==> config.mk <==
export PLATFORM = sky130hd
export DESIGN_NAME = async_sram_ctrl
export DESIGN_NICKNAME = d
export VERILOG_FILES = /design/src/rtl/sram_ctrl_pkg.sv /design/src/rtl/sram_wait_timer.sv /design/src/rtl/sram_ctrl_fsm.sv /design/src/rtl/sram_io_path.sv /design/src/rtl/async_sram_ctrl.sv
export SDC_FILE = /design/constraint.sdc
export NUM_CORES = 1
export LEC_CHECK = 0
export CAP_MARGIN = 5
export CORE_MARGIN = 8
export CORE_UTILIZATION = 27
export DETAILED_ROUTE_END_ITERATION = 7
export PLACE_DENSITY = 0.67
export SLEW_MARGIN = 25
export SYNTH_ARGS = -nofsm -noshare
export SYNTH_HDL_FRONTEND = slang
export SYNTH_HIERARCHICAL = 1
export SYNTH_SLANG_ARGS = --single-unit
export TNS_END_PERCENT = 50
==> constraint.sdc <==
create_clock -name clk -period 1.7 [get_ports clk]
set_input_delay 0.17 -clock clk [delete_from_list [all_inputs] [get_ports clk]]
set_output_delay 0.17 -clock clk [all_outputs]
set_load 0.02 [all_outputs]
==> src/rtl/sram_ctrl_pkg.sv <==
package sram_ctrl_pkg;

    typedef enum logic [2:0] {
        ST_IDLE    = 3'd0,
        ST_ADDR    = 3'd1,
        ST_READ    = 3'd2,
        ST_WR_TURN = 3'd3,
        ST_WR_DATA = 3'd4,
        ST_WR_REL  = 3'd5
    } sram_state_e;

    // Ceiling of a time over the clock period, never below one cycle
    function automatic int wait_cycles(input int time_ps, input int period_ps);
        int c;
        c = (time_ps + period_ps - 1) / period_ps;
        return (c < 1) ? 1 : c;
    endfunction

endpackage

==> src/rtl/sram_wait_timer.sv <==
module sram_wait_timer #(
    parameter int CNT_W = 2
) (
    input  logic             clk,
    input  logic             rst_n,
    input  logic             load_i,
    input  logic [CNT_W-1:0] load_val_i,
    output logic             expire_o
);
    logic [CNT_W-1:0] cnt_q;

    // Loading N makes expire_o high in the N-th cycle after the load edge
    always_ff @(posedge clk) begin
        if (!rst_n) begin
            cnt_q <= '0;
        end else if (load_i) begin
            cnt_q <= load_val_i - CNT_W'(1);
        end else if (cnt_q != '0) begin
            cnt_q <= cnt_q - CNT_W'(1);
        end
    end

    assign expire_o = (cnt_q == '0);

endmodule

==> src/rtl/sram_ctrl_fsm.sv <==
module sram_ctrl_fsm
    import sram_ctrl_pkg::*;
#(
    parameter int CNT_W     = 2,
    parameter int RD_CYC    = 1,
    parameter int TURN_CYC  = 1,
    parameter int SETUP_CYC = 1
) (
    input  logic             clk,
    input  logic             rst_n,
    input  logic             req_valid_i,
    input  logic             req_write_i,
    input  logic             tmr_expire_i,
    output logic             tmr_load_o,
    output logic [CNT_W-1:0] tmr_val_o,
    output logic             accept_o,
    output logic             capture_o,
    output logic             ready_o,
    output logic             done_o,
    output logic             ce_n_o,
    output logic             oe_n_o,
    output logic             we_n_o,
    output logic             drive_o
);
    sram_state_e state_q, state_d;
    logic        wr_q;
    logic        done_q;

    // Next state and timer control
    always_comb begin
        state_d    = state_q;
        tmr_load_o = 1'b0;
        tmr_val_o  = '0;
        accept_o   = 1'b0;
        capture_o  = 1'b0;
        unique case (state_q)
            ST_IDLE: begin
                if (req_valid_i) begin
                    accept_o = 1'b1;
                    state_d  = ST_ADDR;
                end
            end
            ST_ADDR: begin
                tmr_load_o = 1'b1;
                if (wr_q) begin
                    tmr_val_o = CNT_W'(TURN_CYC);
                    state_d   = ST_WR_TURN;
                end else begin
                    tmr_val_o = CNT_W'(RD_CYC);
                    state_d   = ST_READ;
                end
            end
            ST_READ: begin
                if (tmr_expire_i) begin
                    capture_o = 1'b1;
                    state_d   = ST_IDLE;
                end
            end
            ST_WR_TURN: begin
                if (tmr_expire_i) begin
                    tmr_load_o = 1'b1;
                    tmr_val_o  = CNT_W'(SETUP_CYC);
                    state_d    = ST_WR_DATA;
                end
            end
            ST_WR_DATA: begin
                if (tmr_expire_i) begin
                    state_d = ST_WR_REL;
                end
            end
            ST_WR_REL: begin
                state_d = ST_IDLE;
            end
            default: begin
                state_d = ST_IDLE;
            end
        endcase
    end

    // State register
    always_ff @(posedge clk) begin
        if (!rst_n) begin
            state_q <= ST_IDLE;
            wr_q    <= 1'b0;
            done_q  <= 1'b0;
        end else begin
            state_q <= state_d;
            if (accept_o) begin
                wr_q <= req_write_i;
            end
            done_q <= capture_o || (state_q == ST_WR_REL);
        end
    end

    // Moore outputs decoded from the state register
    always_comb begin
        ce_n_o  = 1'b1;
        oe_n_o  = 1'b1;
        we_n_o  = 1'b1;
        drive_o = 1'b0;
        ready_o = 1'b0;
        unique case (state_q)
            ST_IDLE: begin
                ready_o = 1'b1;
            end
            ST_ADDR: begin
                ready_o = 1'b0;
            end
            ST_READ: begin
                ce_n_o = 1'b0;
                oe_n_o = 1'b0;
            end
            ST_WR_TURN: begin
                ce_n_o = 1'b0;
                oe_n_o = 1'b0;
                we_n_o = 1'b0;
            end
            ST_WR_DATA: begin
                ce_n_o  = 1'b0;
                oe_n_o  = 1'b0;
                we_n_o  = 1'b0;
                drive_o = 1'b1;
            end
            ST_WR_REL: begin
                drive_o = 1'b1;
            end
            default: begin
                ready_o = 1'b0;
            end
        endcase
    end

    assign done_o = done_q;

endmodule

==> src/rtl/sram_io_path.sv <==
module sram_io_path #(
    parameter int ADDR_W = 15,
    parameter int DATA_W = 8
) (
    input  logic              clk,
    input  logic              rst_n,
    input  logic              accept_i,
    input  logic              capture_i,
    input  logic [ADDR_W-1:0] req_addr_i,
    input  logic [DATA_W-1:0] req_wdata_i,
    input  logic [DATA_W-1:0] dq_i,
    output logic [ADDR_W-1:0] addr_o,
    output logic [DATA_W-1:0] dq_o,
    output logic [DATA_W-1:0] rdata_o
);
    logic [ADDR_W-1:0] addr_q;
    logic [DATA_W-1:0] wdata_q;
    logic [DATA_W-1:0] rdata_q;

    // Address and write byte only move on acceptance, i.e. from idle
    always_ff @(posedge clk) begin
        if (!rst_n) begin
            addr_q  <= '0;
            wdata_q <= '0;
            rdata_q <= '0;
        end else begin
            if (accept_i) begin
                addr_q  <= req_addr_i;
                wdata_q <= req_wdata_i;
            end
            if (capture_i) begin
                rdata_q <= dq_i;
            end
        end
    end

    assign addr_o  = addr_q;
    assign dq_o    = wdata_q;
    assign rdata_o = rdata_q;

endmodule

==> src/rtl/async_sram_ctrl.sv <==
module async_sram_ctrl
    import sram_ctrl_pkg::*;
#(
    parameter int ADDR_W        = 15,
    parameter int DATA_W        = 8,
    parameter int CLK_PERIOD_PS = 20000,
    parameter int ACCESS_PS     = 15000,
    parameter int TURNOFF_PS    = 8000,
    parameter int DATA_SETUP_PS = 8000
) (
    input  logic              clk,
    input  logic              rst_n,
    input  logic              req_valid_i,
    input  logic              req_write_i,
    input  logic [ADDR_W-1:0] req_addr_i,
    input  logic [DATA_W-1:0] req_wdata_i,
    output logic              req_ready_o,
    output logic              done_o,
    output logic [DATA_W-1:0] rdata_o,
    output logic              sram_ce_n_o,
    output logic              sram_oe_n_o,
    output logic              sram_we_n_o,
    output logic [ADDR_W-1:0] sram_addr_o,
    output logic [DATA_W-1:0] sram_dq_o,
    output logic              sram_dq_oe_o,
    input  logic [DATA_W-1:0] sram_dq_i
);
    localparam int RD_CYC    = wait_cycles(ACCESS_PS, CLK_PERIOD_PS);
    localparam int TURN_CYC  = wait_cycles(TURNOFF_PS, CLK_PERIOD_PS);
    localparam int SETUP_CYC = wait_cycles(DATA_SETUP_PS + 1, CLK_PERIOD_PS);
    localparam int MAX_CYC   = (RD_CYC > TURN_CYC)
                               ? ((RD_CYC > SETUP_CYC) ? RD_CYC : SETUP_CYC)
                               : ((TURN_CYC > SETUP_CYC) ? TURN_CYC : SETUP_CYC);
    localparam int CNT_W     = $clog2(MAX_CYC + 1);

    logic             tmr_load;
    logic [CNT_W-1:0] tmr_val;
    logic             tmr_expire;
    logic             accept;
    logic             capture;

    sram_wait_timer #(
        .CNT_W (CNT_W)
    ) u_timer (
        .clk        (clk),
        .rst_n      (rst_n),
        .load_i     (tmr_load),
        .load_val_i (tmr_val),
        .expire_o   (tmr_expire)
    );

    sram_ctrl_fsm #(
        .CNT_W     (CNT_W),
        .RD_CYC    (RD_CYC),
        .TURN_CYC  (TURN_CYC),
        .SETUP_CYC (SETUP_CYC)
    ) u_fsm (
        .clk          (clk),
        .rst_n        (rst_n),
        .req_valid_i  (req_valid_i),
        .req_write_i  (req_write_i),
        .tmr_expire_i (tmr_expire),
        .tmr_load_o   (tmr_load),
        .tmr_val_o    (tmr_val),
        .accept_o     (accept),
        .capture_o    (capture),
        .ready_o      (req_ready_o),
        .done_o       (done_o),
        .ce_n_o       (sram_ce_n_o),
        .oe_n_o       (sram_oe_n_o),
        .we_n_o       (sram_we_n_o),
        .drive_o      (sram_dq_oe_o)
    );

    sram_io_path #(
        .ADDR_W (ADDR_W),
        .DATA_W (DATA_W)
    ) u_io (
        .clk         (clk),
        .rst_n       (rst_n),
        .accept_i    (accept),
        .capture_i   (capture),
        .req_addr_i  (req_addr_i),
        .req_wdata_i (req_wdata_i),
        .dq_i        (sram_dq_i),
        .addr_o      (sram_addr_o),
        .dq_o        (sram_dq_o),
        .rdata_o     (rdata_o)
    );

endmodule

After elaboration in Yosys (flattened, before gate mapping)
Index checks and enable logic that the tools add are counted.
Widths: inputs -> output; s select.
{"block": "totals", "regBits": 37, "input_bits": 35, "out_inout_bits": 37, "word_cells": 41}
{"block": "op_classes", "addsub": 2, "eq_ne": 9, "muxes": 17, "reduce_logical": 6}
{"op": "$pmux 3 s5", "n": 1}
{"op": "$mux 3", "n": 4}
{"op": "$mux 1", "n": 11}
{"op": "$ne 2x2->1 const B", "n": 4}
{"op": "$eq 3x2->1 const B", "n": 2}
{"op": "$eq 3x3->1 const B", "n": 2}
{"op": "$reduce_and 4->1", "n": 1}
{"op": "$reduce_or 2->1", "n": 2}
{"op": "$eq 3x1->1 const B", "n": 1}
{"op": "$logic_not 3->1", "n": 1}
{"op": "$reduce_or 3->1", "n": 1}
{"op": "$pmux 1 s2", "n": 1}
{"op": "$sub 1x1->1 const B", "n": 2}
{"op": "$logic_or 1x1->1", "n": 1}

Depth between registers and ports, before layout
Gate-level depths: netlist of run 1.
{"block": "logic_depth", "ltp_word": 4, "depth_mapped": 6, "mapped_depth_nobuf": 4}

Hierarchy
Netlist of run 1, hierarchy kept.
{"mod": "sram_io_path", "n_inst": 1, "cells_per_inst": 100, "area_each_um2": 1194.9, "seq_area_each_um2": 620.6}
{"mod": "sram_ctrl_fsm", "n_inst": 1, "cells_per_inst": 35, "area_each_um2": 320.3, "seq_area_each_um2": 100.1}
{"mod": "sram_wait_timer", "n_inst": 1, "cells_per_inst": 3, "area_each_um2": 32.5, "seq_area_each_um2": 20.0}

Least setup slack after synthesis of run 1
OpenSTA, ideal clock, no wires.
{"block": "synth_timing", "path_kind": "reg-to-output", "from": "register u_fsm.state_q[0]", "to": "output port sram_oe_n_o", "arrival_time_ps": 1255, "required_time_ps": 1530, "path_slack_ps": 275, "stages_incl_launch_ff": 5, "n_path_buf": 1, "path_cell_list": "dfxtp_1 nor2_2 nand2_1 a21boi_1 buf_4"}
{"block": "synth_via", "elab_chain_len": 3, "elab_cells_between_ends": 5, "classes_between": "eq/ne: 3; mux: 1; reduce/logical: 1"}
{"item": "from (decl)", "line_no": "sram_ctrl_fsm.sv:25", "source": "sram_state_e state_q, state_d;"}
{"item": "from (signal assigned)", "line_no": "sram_ctrl_fsm.sv:87", "source": "state_q <= state_d;"}
{"item": "$eq 3x2->1 / $eq 3x3->1 (equally long branches)"}
{"item": "$reduce_or 3->1 (no line) (*)"}
{"item": "$mux 1 (*)"}
{"item": "to (decl)", "line_no": "async_sram_ctrl.sv:21", "source": "output logic sram_oe_n_o,"}
Every way passes the cells marked *; elsewhere a longest branch is shown, timed or not.

Worst setup path in the final report of run 1
{"block": "layout_timing", "from": "register u_fsm.state_q[0]", "to": "output port sram_ce_n_o"}
{"block": "layout_via", "elab_chain_len": 3, "elab_cells_between_ends": 5, "classes_between": "eq/ne: 3; mux: 1; reduce/logical: 1"}
{"item": "$eq 3x2->1 / $eq 3x3->1 (equally long branches)", "line_no": "sram_ctrl_fsm.sv:102", "source": "unique case (state_q)"}
{"item": "$reduce_or 3->1 (no line) (*)"}
{"item": "$mux 1 (*)", "line_no": "sram_ctrl_fsm.sv:102"}
{"item": "to (decl)", "line_no": "async_sram_ctrl.sv:20", "source": "output logic sram_ce_n_o,"}
Marked as above.

==> results.txt, run 1 <==
* GRT overflow: 0
- Placeable core area: approximately 5500 um^2
* Number of clock buffers inserted by TritonCTS: 5
- Of all cell types, the one taking the most synthesized area is sky130_fd_sc_hd__dfxtp_1.
- In the final layout, the multi-input gates occupy about 690 um^2.
- Data on the critical path arrives at its endpoint at 1.37 ns.
- Fraction of final layout cells sized beyond drive strength 1: 0.09346
* Net Sw Frac: 0.2576
- After synthesis, the mean cell area works out to 11.22 um^2.
- In the post-synthesis netlist, the biggest area contributors are sky130_fd_sc_hd__dfxtp_1, sky130_fd_sc_hd__mux2i_1, sky130_fd_sc_hd__nor2b_1, sky130_fd_sc_hd__buf_12, sky130_fd_sc_hd__buf_4.
- The count of buffers added on input and output ports is 71.
- The worst setup path is of the reg2out kind.
* Outcome: finished clean
* Power density over the cells: 920.5 nW/um^2
- Final slew viol count: 0
- Gr usage total: 0.08850
* Net count of the finished layout: between 200 and 250
- Once layout is complete, the utilization of the core stands at 0.4399.
* Endpoint class of the critical path: output pin
* Worst-case clock buffer depth: 2
* Iteration count of the initial detailed-routing pass: 2
- After routing, the total negative slack on setup checks comes to 0 ns.
* Cell area after technology mapping: between 1500 and 2000 um^2
- Setup violations remaining at the end of the flow were counted as 0.
* Number of antenna violations at the first check in global routing: 0
- Area occupied by registers: roughly 740 um^2
- In this run the clock root is driven by a sky130_fd_sc_hd__clkbuf_8.
* Last weighted congestion value of the routability-driven placer: 0.7719
- Ranked by instance count, the synthesized netlist is headed by sky130_fd_sc_hd__dfxtp_1, sky130_fd_sc_hd__nor2b_1, sky130_fd_sc_hd__mux2i_1.
- In the synthesized netlist the dominant register cell turns out to be sky130_fd_sc_hd__dfxtp_1.
* Routed wire length: about 3.7 mm
* Share of the synthesized area in the top cell type: 0.4786
- First-pass GRT wire length: about 6.1 mm
* Post-Synthesis Net Count: between 150 and 200
- At the worst endpoint, the required time is about 1.5 ns.
- After the first detailed-routing iteration, the DRC count stood at 18.
- Routed wire length per instance: approximately 13 um
- Across the routed clock network, the largest skew measured is slightly below 0.005 ns.
- The share of total power dissipated in combinational logic is 0.241.
- Dividing the final minimum period by the clock period gives 0.9049.
- Number of synthesized flops with an enable pin: 0
- Synth warnings: 6
- Clock latency on the worst-skew pair, taken at its later pin, is around 0.28 ns.
* Via Count: between 1000 and 1500
* DRC viols: 0
- Starting Density: 0.2811
- IR analysis of the VDD net gives a maximum drop of around 0.00044 V.
* Part of the total power dissipated in the clock network: 0.327
- Entering global routing, the biggest net connects 26 pins.
- Buffers added to address setup during post-CTS repair amount to 0.
- Fraction of power consumed by sequential logic: 0.432
- Setup repair after global routing left no endpoint under its margin.
- Via count of the first global-routing pass: roughly 1200
- The tool flagged a number of max-cap violations equal to 0.
- For the finished layout, the period the worst path requires is roughly 1.5 ns.
* Post-synth cell types: 25
* Total Die Area: between 8000 and 9000 um^2
- The share of the Yosys chip area taken by registers is 0.4786.
- Transition at the pin with the smallest max-transition slack: around 0.28 ns
* Hold WC Path Type: in2reg
* Count of antenna diodes in the layout: 0
- Type of element launching the critical path: register
* Die height: 91.71 um
- Placement Cell Area: ~2300 um^2
* Overall Power: around 2.2 mW
- Peak clock frequency supported by timing: approximately 0.65 GHz
* Area growth from synthesis to final layout: 56.51%
* Clock tree from TritonCTS: built
- Worst relative slew slack: 0.8098
- Fill cells in the final layout number around 540.
- Among all cell types in the netlist, the one instantiated most often is sky130_fd_sc_hd__dfxtp_1.
- From left edge to right edge, the die measures just over 90 um.
* Leakage dissipation: just over 0.9 nW
- After routing the design area is ~2400 um^2.
- For this design the top-level I/O count stands at 72.
- Post-detailed-placement half-perimeter wirelength: 2.774 mm
- Largest fanout on the critical path: 4
- Cell internal power was estimated by the tool at 1.655 mW.
- In the synthesized netlist the async set-or-reset flop fraction comes to 0.
* # hold bufs at CTS: 0
- Clock-pin slew of the registers on the worst-case setup and hold paths: ~0.080 ns
- The clock tree synthesis step divided the H-tree into 2 levels.
- Worst hold slack: 0.4383 ns
- Final hold violation count: 0
* Total number of placement rows: 27
- After detailed routing, the number of vias per cell comes to just over 4.
* Clk sink count: 37
- In the synthesized netlist, the number of instances is between 100 and 150.
- Number of routed nets with antenna violations: 0
- After synthesis the netlist holds a flip-flop and latch count of 37.
- For this design the total switching power over the nets is ~0.57 mW.
-- metal layers --
layer | vias up | track usage | routed length (um)
met5 | - | 0 | 0
met4 | 0 | 0.03624 | 29
met3 | 4 | 0.04890 | 400
met2 | 47 | 0.1218 | 1554
met1 | 511 | 0.1110 | 1728
li1 | 605 | - | -
-- path summary, 6_finish.rpt --
check	end	from	slack [ns]	cells after the start
worst max-delay path	sram_ce_n_o	u_fsm/state_q[0]	0.16	4
worst min-delay path	u_fsm/wr_q	req_write_i	0.44	3
worst max register to register	u_io/addr_o[3]	u_fsm/state_q[2]	0.24	5
worst min register to register	u_fsm/wr_q	u_fsm/wr_q	0.45	2
-- power by group through the flow --
stage	sequential, mW	combinational, mW	clock, mW
floorplan	1.05	0.254	0
global placement	0.983	0.553	0
detailed placement	0.983	0.556	0
CTS	0.964	0.549	0.767
global route	0.973	0.582	0.800
finish	0.963	0.538	0.729
-- registers in the layout (all words and copies together) (netlist names) --
| register | cells |
|---|---|
| u_fsm/done_o | 1 |
| u_fsm/state_q | 3 |
| u_fsm/wr_q | 1 |
| u_io/addr_o | 15 |
| u_io/dq_o | 8 |
| u_io/rdata_o | 8 |
| u_timer/cnt_q | 1 |
-- worst max-delay path: stages (launching register included) --
cell and delay, ns:
sky130_fd_sc_hd__dfxtp_1 0.39, sky130_fd_sc_hd__nor2_2 0.08, sky130_fd_sc_hd__nand2_1 0.08, sky130_fd_sc_hd__a21boi_1 0.18
sky130_fd_sc_hd__dlygate4sd2_1 0.36
-- per-stage QoR --
stage	std cells	setup WS, ns
after global routing	286	0.02859
after floorplan	138	0.2751
after global placement	279	0.1694
final	286	0.1617
after detailed placement	279	0.1284
after CTS	286	0.1348
-- cell families (layout without fill, tap and decap cells) --
logic type | after synthesis | in the layout | synth area share
compound gates | 9 | 9 | 0.04527
mux | 31 | 31 | 0.2005
flops | 37 | 37 | 0.4786
simple gates | 47 | 47 | 0.2013
buf+inv | 14 | 90 | 0.07437
-- cells in the final DEF (no fill, tap or decap), drive strengths merged --
cell / Yosys / final
a21boi: 1 / 1
nand2: 2 / 2
and3b: 1 / 1
o21ai: 3 / 3
nor4b: 1 / 1
mux2i: 31 / 31
clkinv: 0 / 1
and4bb: 1 / 1
nor3: 1 / 1
and2b: 3 / 3
a22oi: 1 / 1
clkdlybuf4s50: 0 / 66
bufinv: 0 / 1
nand3: 1 / 1
nor2: 3 / 3
clkbuf: 3 / 5
a2111oi: 1 / 1
a221oi: 1 / 1
a21oi: 2 / 2
dlygate4sd2: 0 / 5
nor2b: 33 / 33
nand4: 1 / 1
inv: 3 / 3
buf: 8 / 9
dfxtp: 37 / 37
-- area by class of cell --
cell class	count	share of cell area
Timing Repair Buffer	80	0.3239
Sequential cell	37	0.3058
Multi-Input combinational cell	87	0.2856
Tap cell	72	0.03719
Clock buffer	5	0.02841
Clock inverter	2	0.01446
Inverter	3	0.004649
-- what timing repair did --
action,CTS,global route
setup endpoints to repair,5,0
resized for setup,5,0
endpoints found under the hold margin,0,0
(Power assumes the default switching activity.)
==> inputs of run 2 (changes only) <==
--- a/config.mk
+++ b/config.mk
@@ -5,10 +5,10 @@
 export SDC_FILE = /design/constraint.sdc
 export NUM_CORES = 1
 export LEC_CHECK = 0
-export CAP_MARGIN = 5
 export CORE_MARGIN = 8
 export CORE_UTILIZATION = 27
 export DETAILED_ROUTE_END_ITERATION = 7
+export GPL_TIMING_DRIVEN = 0
 export PLACE_DENSITY = 0.67
 export SLEW_MARGIN = 25
 export SYNTH_ARGS = -nofsm -noshare
==> run 2 against run 1 <==
Compared with the run above:
- global-route usage rose by 0.30 points
- largest power group unchanged
- clock-buffer cell count increased by 1
- clock power shrank 20%
- design area unchanged
- register-to-register slack got worse by 0.05 ns
- critical endpoint is now sram_oe_n_o
- via count up 2.1%
==> results.txt, run 2 (synthesis gave the netlist of run 1 again) <==
- The post-route minimum period was 1.557 ns (+0.01903 ns).
- Final worst clock skew: 0.005944 ns (+0.001115 ns)
* Endpoint class of the critical path: output pin
- Peak clock frequency supported by timing: 0.6421 GHz (-1.2%)
- The power per cell area is 870.7 nW/um^2 (-5.4%).
- The height of the die is 91.71 um (unchanged).
- Net count of the finished layout: 251 (+0.80%)
- GRT overflow: 0 (unchanged)
- Total Die Area: 8411 um^2 (unchanged)
- Number of antenna violations at the first check in global routing: 0 (unchanged)
- Via density: 4.125 (+1.1%)
- The area overhead of the layout relative to synthesis is 56.51% (unchanged).
- Die X-Extent: 91.71 um (unchanged)
- Largest fanout on the critical path: 10 (+6)
* Total number of placement rows: 27 (unchanged)
- Placeable core area: 5507 um^2 (unchanged)
- Flip-flop count of the largest register, all copies and words added: 15 (unchanged)
- The largest net degree at the start of global routing is 12 (-54%).
- The worst relative slew slack is 0.7504 (-0.05948).
- The total CTS buffers is 5 (unchanged).
* Post-detailed-placement half-perimeter wirelength: 2.877 mm (+3.7%)
- The effective utilization at floorplan was 0.2811 (unchanged).
- The clock transition at the registers of the reported paths came to 0.07 ns (about the same).
* Clock tree from TritonCTS: built
- STA classifies the critical path startpoint as a register.
- The post-route clock period utilization is 0.9160 (+0.01120).
- The routed wire length per instance was 13.25 um (+2.1%).
- Via Count: 1192 (+2.1%)
* Number of routed nets with antenna violations: 0 (unchanged)
* WP data required: 1.53 ns (about the same)
* Hold WC Path Type: in2reg
- The via count of the first global-routing pass came to 1257 (+2.5%).
- Clk root buf: sky130_fd_sc_hd__clkbuf_8
* Filler Cell Count: 541 (+1.1%)
* Clock insertion delay at the later pin of the skew report: 0.28 ns (about the same)
- Outcome: finished clean
* Fraction of final layout cells sized beyond drive strength 1: 0.1060 (+0.01253)
* Leakage dissipation: 0.9186 nW (about the same)
- The max-cap violation count came to 0 (unchanged).
- Area of the multi-input gates: 696.9 um^2 (+0.72%)
* Most common cell after layout, fill and taps aside: sky130_fd_sc_hd__clkdlybuf4s50_1
* Final slew viol count: 0 (unchanged)
- The maximum count of clock buffers along a single path came to 2 (unchanged).
* Count of antenna diodes in the layout: 0 (unchanged)
- Final hold violation count: 0 (unchanged)
- The placed cell count was 281 (+0.72%).
- Transition at the pin with the smallest max-transition slack: 0.3745 ns (+0.09221 ns)
- The last weighted congestion value of the routability-driven placer is 0.7019 (-9.1%).
* Number of levels the H-tree was split into: 2 (unchanged)
- The global-route wire length before repair is 6.189 mm (+2.2%).
- Area occupied by registers: 742.0 um^2 (+0.17%)
* Count of placed standard cells in the final layout, fillers left out: 289 (+1.0%)
- The worst setup path is of the reg2out kind.
* CP arrival: 1.39 ns (+0.02 ns)
* Overall Power: 2.109 mW (-5.4%)
- The number of placed I/O pins came to 72 (unchanged).
- The total of endpoints with negative setup slack in the final report came to 0 (unchanged).
- The quantity of I/O buffers inserted on ports was 71 (unchanged).
* Most frequent cells in the layout: sky130_fd_sc_hd__clkdlybuf4s50_1, sky130_fd_sc_hd__dfxtp_1, sky130_fd_sc_hd__nor2b_1, sky130_fd_sc_hd__mux2i_1
- The maximum resistive drop on vdd was 0.0005204 V (+17%).
- The clock net sink count was 37 (unchanged).
- The violation count after the first detailed-routing iteration was 15 (-3).
- The total track usage was 0.09150 (+0.002995).
- Iteration count of the initial detailed-routing pass: 3 (+1)
- Setup repair after global routing left no endpoint under its margin.
* Routed wire length: 3.829 mm (+3.2%)
* DRC viols: 0 (unchanged)
[run 2: critical path, cell delays in order (launching register included)]
cell	delay, ns
sky130_fd_sc_hd__dfxtp_1	0.32
sky130_fd_sc_hd__buf_6	0.14
sky130_fd_sc_hd__nor2_4	0.15
sky130_fd_sc_hd__nand2_1	0.09
sky130_fd_sc_hd__a21boi_1	0.14
sky130_fd_sc_hd__buf_4	0.13
sky130_fd_sc_hd__buf_4	0.14
[run 2: worst paths after layout]
path                         start  cells past startpoint  slack (ns)              to
setup / recovery  u_fsm/state_q[1]                      6        0.14     sram_oe_n_o
setup reg to reg  u_fsm/state_q[2]                      6        0.19  u_io/addr_o[3]
hold reg to reg         u_fsm/wr_q                      2        0.47      u_fsm/wr_q
hold / removal         req_write_i                      3        0.46      u_fsm/wr_q
[run 2: power breakdown]
group          total, mW  leakage (nW)  switching, mW  internal [mW]
Combinational      0.561         0.570          0.246          0.315
Clock              0.581        0.0450          0.297          0.284
Sequential         0.967         0.303         0.0352          0.931
[run 2: final cells by class]
type / count / share of cell area
sequential: 37 / 0.3063
clock inverter: 2 / 0.004132
timing repair buffer: 71 / 0.2872
clock buffer: 6 / 0.02996
multi-input combinational: 87 / 0.2877
buffer: 11 / 0.04287
tap: 72 / 0.03719
inverter: 3 / 0.004649
[run 2: layer usage]
layer / routed length, um / part of all wire / vias up / track usage
met4: 58 / 0.015 / 0 / 0.04027
met5: 0 / 0 / - / 0
li1: - / - / 613 / -
met1: 1817 / 0.47 / 524 / 0.1103
met3: 325 / 0.085 / 7 / 0.04319
met2: 1627 / 0.42 / 48 / 0.1357
[run 2: what timing repair did]
action | CTS | global route
cloned | 0 | 0
hold buffers | 0 | 0
gates resized for setup | 8 | 4
setup endpoints to repair | 5 | 2
buffers inserted | 0 | 0
endpoints found under the hold margin | 0 | 0
[run 2: per-stage QoR]
stage | setup WS [ns] | area, um^2 | utilization | hold slack (ns) | TNS, ns
6_report | 0.1427 | 2422 | 0.4399 | 0.4610 | 0
5_1_grt | 0.02774 | 2422 | 0.4399 | 0.4723 | 0
4_1_cts | 0.02659 | 2430 | 0.4413 | 0.4467 | 0
3_5_place_dp | -0.09002 | 2349 | 0.4265 | 0.4496 | -0.1021
3_3_place_gp | -0.07553 | 2349 | 0.4265 | 0.4426 | -0.07553
2_1_floorplan | 0.2751 | 1548 | - | 0.2982 | 0
==> inputs of run 3 (changes only) <==
--- a/config.mk
+++ b/config.mk
@@ -5,11 +5,12 @@
 export SDC_FILE = /design/constraint.sdc
 export NUM_CORES = 1
 export LEC_CHECK = 0
+export ABC_AREA = 1
 export CORE_MARGIN = 8
 export CORE_UTILIZATION = 27
 export DETAILED_ROUTE_END_ITERATION = 7
 export GPL_TIMING_DRIVEN = 0
-export PLACE_DENSITY = 0.67
+export PLACE_DENSITY = 0.65
 export SLEW_MARGIN = 25
 export SYNTH_ARGS = -nofsm -noshare
 export SYNTH_HDL_FRONTEND = slang
==> run 3 against run 2 <==
Compared with the run above:
- synthesized cell count is 80% higher
- critical path depth shrank 3
- maximum frequency fell by 3.6%
- sequential share of layout area fell by 1.5 points
- sequential power up 12%
- die area is 6.1% higher
- cell count up 39%
- critical path type unchanged
- highest routed layer unchanged
==> results.txt, run 3 <==
- The post-synthesis async set-or-reset flop share is 0 (unchanged).
* Clk sink count: 37 (unchanged)
- Number of levels the H-tree was split into: 2 (unchanged)
- The total leakage power came to 1.200 nW (+31%).
* Type of element launching the critical path: register
* Via density: 3.910 (-5.2%)
- Number of clock buffers inserted by TritonCTS: 5 (unchanged)
* Transition at the pin with the smallest max-transition slack: 0.2976 ns (-0.07690 ns)
* Cell depth of the worst flop-to-flop path: 10 (+4)
- The number of flip-flops in the largest register is 15 (unchanged).
- Start of the worst register-to-register path: u_fsm/state_q[0]
* Number of cells on the critical path: 3 (-3)
- Cell family with most CP delay: buffers and inverters
- Hold WC Path Type: reg2reg
* Iteration count of the initial detailed-routing pass: 4 (+1)
- The die width came to 94.45 um (+3.0%).
- Adder-cell share of the synthesized area: 0 (unchanged)
- The violation count after the first detailed-routing iteration is 41 (+26).
- Largest voltage drop on the vdd net: 0.0004956 V (-4.8%)
- Area growth from synthesis to final layout: 53.69%
- The mean cell area of the mapped netlist was 6.700 um^2 (-40%).
- Pin count of the biggest net entering global routing: 11 (-1)
* Combinational family with the most area after synthesis: simple AND/OR/NAND/NOR gates
- The sum of overflow across all layers after global routing was 0 (unchanged).
- Gr usage total: 0.1013 (+0.009806)
- Most common flop cell mapped by yosys: sky130_fd_sc_hd__dfxtp_1
* Period Utilization, post-route: 0.9507 (+0.03460)
* Min-Delay Startpoint: u_fsm/wr_q
* Xor and xnor area share after synthesis: 0 (unchanged)
- Share of the synthesized area in the top cell type: 0.4458 (-0.03279)
* Endpoint, Worst Hold: u_fsm/wr_q
* DRC viols: 0 (unchanged)
* WP data required: 1.53 ns (about the same)
- Top-level port count: 72 (unchanged)
- The netlist area before placement came to 1662 um^2 (+7.4%).
* Post-synthesis sequential area ratio: 0.4458 (-0.03279)
- Post-Synthesis Net Count: 283 (+64%)
- The multiplexer share of the synthesized area came to 0 (-0.2005).
- TritonCTS built the clock tree.
- Largest fanout on the critical path: 6 (-4)
* Number of input and output port buffers inserted: 71 (unchanged)
* Routed wire length: 4.238 mm (+11%)
- The library cells used most frequently in the layout, excluding fill and tap cells, are sky130_fd_sc_hd__nand2_1, sky130_fd_sc_hd__clkdlybuf4s50_1, sky130_fd_sc_hd__nor2_1, sky130_fd_sc_hd__inv_1, sky130_fd_sc_hd__dfxtp_1.
- Total Die Area: 8920 um^2 (+6.1%)
- Ranked by total cell area, the synthesized netlist is headed by sky130_fd_sc_hd__dfxtp_1, sky130_fd_sc_hd__nand2_1, sky130_fd_sc_hd__nor2_1, sky130_fd_sc_hd__inv_1, sky130_fd_sc_hd__nor2_2.
- The setup TNS came to 0 ns (unchanged).
* Number of synthesized flops with an enable pin: 0 (unchanged)
* Number of antenna violations at the first check in global routing: 0 (unchanged)
* Post-synth top area cell: sky130_fd_sc_hd__dfxtp_1
* Routed wire length per instance: 10.57 um (-20%)
* Cell count after synthesis: 248 (+80%)
- The post-synthesis sequential element count came to 37 (unchanged).
* Setup Slack @ Placement: 0.1200 ns (+0.2100 ns)
- The number of cells on the worst hold path was 2 (-1).
- The standard-cell row count came to 28 (+3.7%).
- Minimum setup slack in the final design: 0.08389 ns (-0.05882 ns)
* Crit Path Category: reg2out
- The flow ran to the end, and the final reports show no timing, DRC or antenna violations.
- The achievable frequency came to 0.6188 GHz (-3.6%).
- The max-cap violation count is 0 (unchanged).
* Count of placed standard cells in the final layout, fillers left out: 401 (+39%)
- The worst relative slew slack was 0.8010 (+0.05065).
- The distinct cell type count of the synthesized netlist is 15 (-40%).
- CP arrival: 1.45 ns (+0.06 ns)
- Cell Chain, Critical Path: inv_2 > nor2_1 > clkdlybuf4s50_1
- The worst clock skew came to 0.004527 ns (-0.001417 ns).
* Endpoint class of the critical path: output pin
* Via Count: 1568 (+32%)
- The post-synthesis compound-gate area fraction came to 0.02108 (-0.02419).
- Worst-case clock buffer depth: 2 (unchanged)
* Critical Path Max Stage Delay: 0.61 ns (+0.29 ns)
* Commonest cells post-synth: sky130_fd_sc_hd__nand2_1, sky130_fd_sc_hd__nor2_1, sky130_fd_sc_hd__inv_1
* RSZ-0062 raised after global routing: no
- Final hold violation count: 0 (unchanged)
- The placed cell count is 394 (+40%).
- Die height: 94.45 um (+3.0%)
- Cell with the largest stage delay on the worst path: sky130_fd_sc_hd__clkdlybuf4s50_1
- The total buffers and inverters traversed by the critical path came to 2 (-1).
- The total of endpoints with negative setup slack in the final report came to 0 (unchanged).
* Net count of the finished layout: 362 (+44%)
- The global-route wire length before repair is 7.286 mm (+18%).
- The post-route minimum period is 1.616 ns (+0.05882 ns).
- The power per cell area came to 1053 nW/um^2 (+21%).
- Synth warnings: 6 (unchanged)
- Reg-to-reg endpoint: u_io/addr_o[6]
- sky130_fd_sc_hd__nand2_1 is the most common cell in the netlist.
- Count of antenna diodes in the layout: 0 (unchanged)
- Placeable core area: 5921 um^2 (+7.5%)
- Clk root buf: sky130_fd_sc_hd__clkbuf_8
- Fraction of final layout cells sized beyond drive strength 1: 0.1288 (+0.02284)
* Slack of the worst reg-to-reg path: 0.32 ns (+0.13 ns)
- Simple-gate portion of the synthesized area: 0.3727 (+0.1714)
* Starting Density: 0.2806 (-0.0004299)
- Most common cell after layout, fill and taps aside: sky130_fd_sc_hd__nand2_1
- The post-detailed-placement half-perimeter wirelength was 3.200 mm (+11%).
- Clock-pin slew of the registers on the worst-case setup and hold paths: 0.07 ns (about the same)
* Worst hold slack: 0.4564 ns (-0.004661 ns)
* Last weighted congestion value of the routability-driven placer: 0.8430 (+20%)
- The final core utilization is 0.4313 (-0.008581).
- Clock insertion delay at the later pin of the skew report: 0.28 ns (about the same)
- The count of nets left with antenna violations after detail routing is 0 (unchanged).
- Via count of the first global-routing pass: 1623 (+29%)
* Final slew viol count: 0 (unchanged)
-- run 3: cell types whose count changed in the layout (fill, tap and decap cells not counted), sizes merged, moves of 3 or more --
cell    change
and2b       -3
nor2       +65
nor2b      -33
inv        +39
clkbuf      -6
buf         +4
nand2      +71
nand3       +6
mux2i      -31
-- run 3: routing by layer --
metal	vias up	global-route usage	wire length, um
met1	645	0.1178	1898
li1	864	-	-
met2	53	0.1605	1799
met5	-	0	0
met4	0	0.03303	50
met3	6	0.04762	489
-- run 3: where the power goes --
group	total [mW]	internal [mW]	switching, mW
Clock	0.555	0.270	0.285
Combinational	1.05	0.505	0.545
Sequential	1.08	1.00	0.0793
Total	2.69	1.78	0.910
-- run 3: cells by family (layout without fill, tap and decap cells) --
| kind of cell | Yosys count | after routing |
|---|---|---|
| AND/OR/NAND/NOR | 150 | 150 |
| AO/OA/AOI/OAI | 7 | 7 |
| flip-flops | 37 | 37 |
| buffers and inverters | 54 | 132 |
-- run 3: repair_timing --
| action | in CTS | in global routing |
|---|---|---|
| gates cloned | 0 | 0 |
| resized for setup | 5 | 4 |
| buffers inserted | 0 | 1 |
| setup endpoints to repair | 5 | 1 |
| hold buffers | 0 | 0 |
| pin swaps | 0 | 1 |
-- run 3: cell type report --
type / count / area (um^2)
buffer: 12 / 108.9
clock buffer: 5 / 68.82
clock inverter: 1 / 5.005
fill: 631 / 3367
inverter: 42 / 157.7
multi-input combinational: 157 / 661.9
sequential: 37 / 744.5
tap: 75 / 93.84
timing repair buffer: 72 / 713.2
-- run 3: stage by stage --
stage	power, mW	cell area, um^2
after detailed placement	2.159	2466
after global routing	2.893	2554
after CTS	2.719	2536
final	2.688	2554
after floorplan	1.716	1662
after global placement	2.148	2466
-- run 3: worst max-delay path by stage --
stage / start / slack [ns] / end
detailed placement: u_fsm/state_q[1] / 0.12 / sram_oe_n_o
finish: u_fsm/state_q[2] / 0.08 / sram_dq_oe_o
CTS: u_fsm/state_q[1] / 0.03 / sram_oe_n_o
global route: u_fsm/state_q[2] / 0.03 / sram_dq_oe_o
floorplan: u_fsm/state_q[1] / 0.19 / u_io/addr_o[10]
global placement: u_fsm/state_q[1] / 0.13 / sram_oe_n_o
-- run 3: worst reg2reg max path, delay by kind of cell (launching register included) --
family / cells / cell delay (ns)
DFF: 1 / 0.36
and+or+nand+nor: 6 / 0.46
buffers and inverters: 4 / 0.46
